`src/rtl/wbar_sq_handler.sv`:
```
module wbar_sq_handler #(
  parameter int CNT_W = 4
) (
  input  logic             clk,
  input  logic             rst_n,
  input  logic             cfg_sys_barrier,
  input  logic             bar_valid,
  input  logic             bar_retired,
  input  logic             older_writable,
  input  logic [CNT_W-1:0] evt_cnt,
  input  logic             cmd_ack,
  input  logic             probe_rsp_sent,
  output logic             wptr_stall,
  output logic             merge_close,
  output logic             proc_stall,
  output logic             bar_cmd,
  output logic             probe_mark,
  output logic             bar_retire
);
  localparam logic [CNT_W-1:0] ONE  = CNT_W'(1);
  localparam logic [CNT_W-1:0] ZERO = '0;

  typedef enum logic [2:0] {
    S_IDLE, S_SEND, S_WACK, S_WEVT, S_MARK, S_WRSP, S_DONE
  } st_t;

  st_t              st, st_nx;
  logic             sys_mode;
  logic [CNT_W-1:0] cnt_q;

  wire accept  = bar_valid && bar_retired && older_writable;
  wire evt_hit = (cnt_q == ONE) && (evt_cnt == ZERO);
  wire active  = (st != S_IDLE) && (st != S_DONE);

  always_comb begin
    st_nx = st;
    case (st)
      S_IDLE: if (accept) st_nx = cfg_sys_barrier ? S_SEND : S_WEVT;
      S_SEND: st_nx = cmd_ack ? S_MARK : S_WACK;
      S_WACK: if (cmd_ack) st_nx = S_MARK;
      S_WEVT: if (evt_hit) st_nx = S_MARK;
      S_MARK: st_nx = S_WRSP;
      S_WRSP: if (probe_rsp_sent) st_nx = S_DONE;
      S_DONE: st_nx = S_IDLE;
      default: st_nx = S_IDLE;
    endcase
  end

  always_ff @(posedge clk) begin
    if (!rst_n) begin
      st       <= S_IDLE;
      sys_mode <= 1'b0;
      cnt_q    <= '0;
    end else begin
      st    <= st_nx;
      cnt_q <= evt_cnt;
      if (st == S_IDLE && accept) sys_mode <= cfg_sys_barrier;
    end
  end

  assign wptr_stall  = active;
  assign merge_close = active;
  assign proc_stall  = active && !sys_mode;
  assign bar_cmd     = (st == S_SEND);
  assign probe_mark  = (st == S_MARK);
  assign bar_retire  = (st == S_DONE);
endmodule


```
`config.mk`:
```
export PLATFORM = sky130hd
export DESIGN_NAME = wbar_sq_handler
export DESIGN_NICKNAME = d
export VERILOG_FILES = /design/src/rtl/wbar_sq_handler.sv
export SDC_FILE = /design/constraint.sdc
export NUM_CORES = 1
export LEC_CHECK = 0
export ABC_AREA = 1
export BUFFER_PORTS_ARGS = -buffer_cell sky130_fd_sc_hd__clkbuf_2
export CAP_MARGIN = 20
export CORE_AREA = 2 2 39 41
export DETAILED_ROUTE_END_ITERATION = 10
export DIE_AREA = 0 0 41 43
export GPL_TIMING_DRIVEN = 0
export PLACE_DENSITY_LB_ADDON = 0.05
export SETUP_SLACK_MARGIN = 0.4
export SYNTH_ARGS = -nofsm -noshare
export SYNTH_HDL_FRONTEND = slang
export SYNTH_SLANG_ARGS = --single-unit
```
`constraint.sdc`:
```
create_clock -name clk -period 1.7 [get_ports clk]
set_input_delay 0.255 -clock clk [delete_from_list [all_inputs] [get_ports clk]]
set_output_delay 0.255 -clock clk [all_outputs]
set_load 0.02 [all_outputs]
```
==> impl_metrics.py <==
metrics = {
    "sta": {
        "tightest_slew_ns": 0.344,
        "skew_ns": 0.00381,
        "fin_crit_sh": 0.830,
        "finalSetupViolations": 0,
        "rsz0062_at_grt": "yes",
        "finalSetupTns_ns": 0,
        "slew_viol_final": 0,
        "whs_ns": 0.198,
        "fin_crit_ns": 1.41,
        "hold_viol_final": 0,
        "fmax_ghz": 0.709,
        "maxSlewHeadroom": 0.771,
    },
    "yosys": {
        "seq_area_frac_synth": 0.336,
        "ys_top_cells_by_area": "dfxtp_1 34%, nand2_1 14%, inv_1 13%, nor2_1 10%, nand3_1 6.3%",
        "synth_common_cells": "18 x nand2_1, 16 x inv_1, 13 x nor2_1",
        "synth_nets": 91,
        "synth_top_area_cell": "dfxtp_1",
        "syn_inst": 79,
        "ys_types": 16,
        "synth_ff_type": "dfxtp_1",
        "synthArstFlopShare": 0,
        "syn_area_um2": 477,
        "synthMostInstantiatedCell": "nand2_1",
        "syn_avg_cell_area_um2": 6.03,
        "synth-edff-count": 0,
        "ys_warn_count": 0,
        "synth-seq-cells": 8,
        "yosys.area.top_type_share": 0.336,
    },
    "min_path": {
        "hold_path_class": "input pin to flop",
    },
    "routing": {
        "avgViaCountPerCell": 4.46,
        "routed_wl_mm": 1.17,
        "drtAntennaViolNets": 0,
        "num_vias": 548,
        "dr.pass1.iters": 2,
        "drt_iter0_drc": 6,
        "drc_errors": 0,
        "wl_per_cell_um": 9.47,
    },
    "grt": {
        "grt.busiest_layer": "met2",
        "met3_usage": 0.0942,
        "antenna_found_initial": 0,
        "grt.met2_usage": 0.213,
        "gr-usage-all-layers": 0.141,
        "grt_pass1_wl_mm": 1.61,
        "grt_pass1_vias": 421,
        "grt_max_degree": 9,
        "met1_usage": 0.165,
        "grt-ovfl-total": 0,
    },
    "cells_and_area": {
        "syn2layout_area_growth_pct": 64.8,
        "diodes": 0,
        "nFillCells": 152,
        "stdcell_count": 123,
        "seqCellArea_um2": 171,
        "multi_input_area_um2": 298,
        "design_area_um2": 786,
        "nets": 121,
        "drive_gt1_frac": 0.477,
    },
    "place": {
        "place.gp.congestion": 0.809,
        "dp_cells": 111,
        "portBuffers": 16,
        "post_dp_cell_area_um2": 587,
        "hpwlAfterDp_um": 801,
    },
    "setup_path": {
        "path_common_cell": "buf_4",
        "crit_buf_inv": 3,
        "crit_type": "flop to output pin",
        "cpLargestDelayFamily": "flip-flops",
        "cpMaxStageDelayCell": "dfxtp_4",
        "critPathRequiredTime_ns": 1.44,
        "critical_path.max_stage_delay_ns": 0.38,
        "path_cells": "inv_4 -> nand2_4 -> nor2_4 -> buf_4 -> nor3_2 -> buf_4",
        "cp_data_arrival_time_ns": 1.16,
        "cp-end-kind": "output pin",
        "crit_fanout": 4,
        "start_kind": "flop",
    },
    "die": {
        "rows": 14,
        "die_area_mm2": 0.00176,
        "initial_core_util": 0.344,
        "dieHeight_um": 43,
        "core-area_mm2": 0.00138,
        "ioPinCount": 18,
        "die_w_um": 41,
    },
    "pwr": {
        "p_leak_nw": 0.417,
        "p_per_area_mw_per_mm2": 1730,
        "ir_worst_vdd_mv": 0.701,
    },
    "clock_tree": {
        "htreeDepth": 1,
        "clk_pin_slew_ns": 0.05,
        "clock-sinks": 8,
        "cts_buffer_depth": 2,
        "numCtsBuffers": 3,
        "holdBufCountCts": 0,
        "tritoncts": "built",
        "clkLatencyLatePin_ns": 0.25,
        "cts_root_buf": "clkbuf_4",
    },
    "run": {
        "maxCapViolCount": 0,
    },
    "run_status": {
        "status": "finished clean",
    },
}
## worst reg2reg max path, stage by stage, from the launching register on
cell and delay [ns]:
dfxtp_4 0.36, buf_4 0.15, inv_4 0.08, nand2_2 0.07
nor2_1 0.15, nand2_2 0.11, nand3_2 0.08, nand2_1 0.06
nor2_1 0.12
## layout make-up
| class | count | area share |
|---|---|---|
| repair buffers | 25 | 0.239 |
| clock buffers | 3 | 0.0287 |
| plain buffers | 2 | 0.0143 |
| well taps | 16 | 0.0255 |
| flip-flops and latches | 8 | 0.218 |
| multi-input cells | 51 | 0.379 |
| inverters | 18 | 0.0955 |
## flip-flops by register name (all words and copies together), names as in the netlist
name,count
cnt_q,4
st,3
sys_mode,1
## power breakdown
group / internal, mW / switching, mW
Sequential: 0.240 / 0.0519
Clock: 0.0802 / 0.0562
Combinational: 0.459 / 0.470
Total: 0.779 / 0.578
## placed cells by master, fill, tap and decap left out, drive strengths merged
| master | instances |
|---|---|
| buf | 16 |
| dfxtp | 8 |
| inv | 18 |
| nor3 | 2 |
| nand2 | 20 |
| nand3 | 6 |
| nand4 | 2 |
| nor2 | 15 |
| clkbuf | 14 |
| o21ai | 2 |
| a21oi | 4 |
## routing by layer
metal | part of all wire | vias up
met5 | 0 | -
met4 | 0.012 | 0
met3 | 0.070 | 2
met2 | 0.51 | 16
met1 | 0.40 | 231
li1 | - | 299
## worst paths after layout
check / startpoint / to / slack, ns / cells after the start
worst max-delay path: st[1] / proc_stall / 0.29 / 6
worst min-delay path: evt_cnt[1] / cnt_q[1] / 0.20 / 3
worst max register to register: st[2] / st[1] / 0.44 / 8
worst min register to register: sys_mode / sys_mode / 0.48 / 2
## repair_timing
item / in CTS / in global routing
pin swaps: 3 / 6
gates resized for setup: 18 / 18
endpoints found under the setup margin: 6 / 7
setup buffers: 6 / 3
hold endpoints to repair: 0 / 0
## per-stage QoR
stage               utilization  total power [mW]  worst slack, ns
floorplan                     -             0.685            0.344
global placement          0.424             0.820            0.325
detailed placement        0.424             0.822            0.334
CTS                       0.520              1.21            0.276
global route              0.568              1.47            0.230
finish                    0.568              1.36            0.289
## cell families after synthesis
kind of cell | share of synthesized area
compound gates | 0.0708
simple gates | 0.428
flops | 0.336
buf+inv | 0.165
Note: power is estimated with default switching activity, not from simulation.
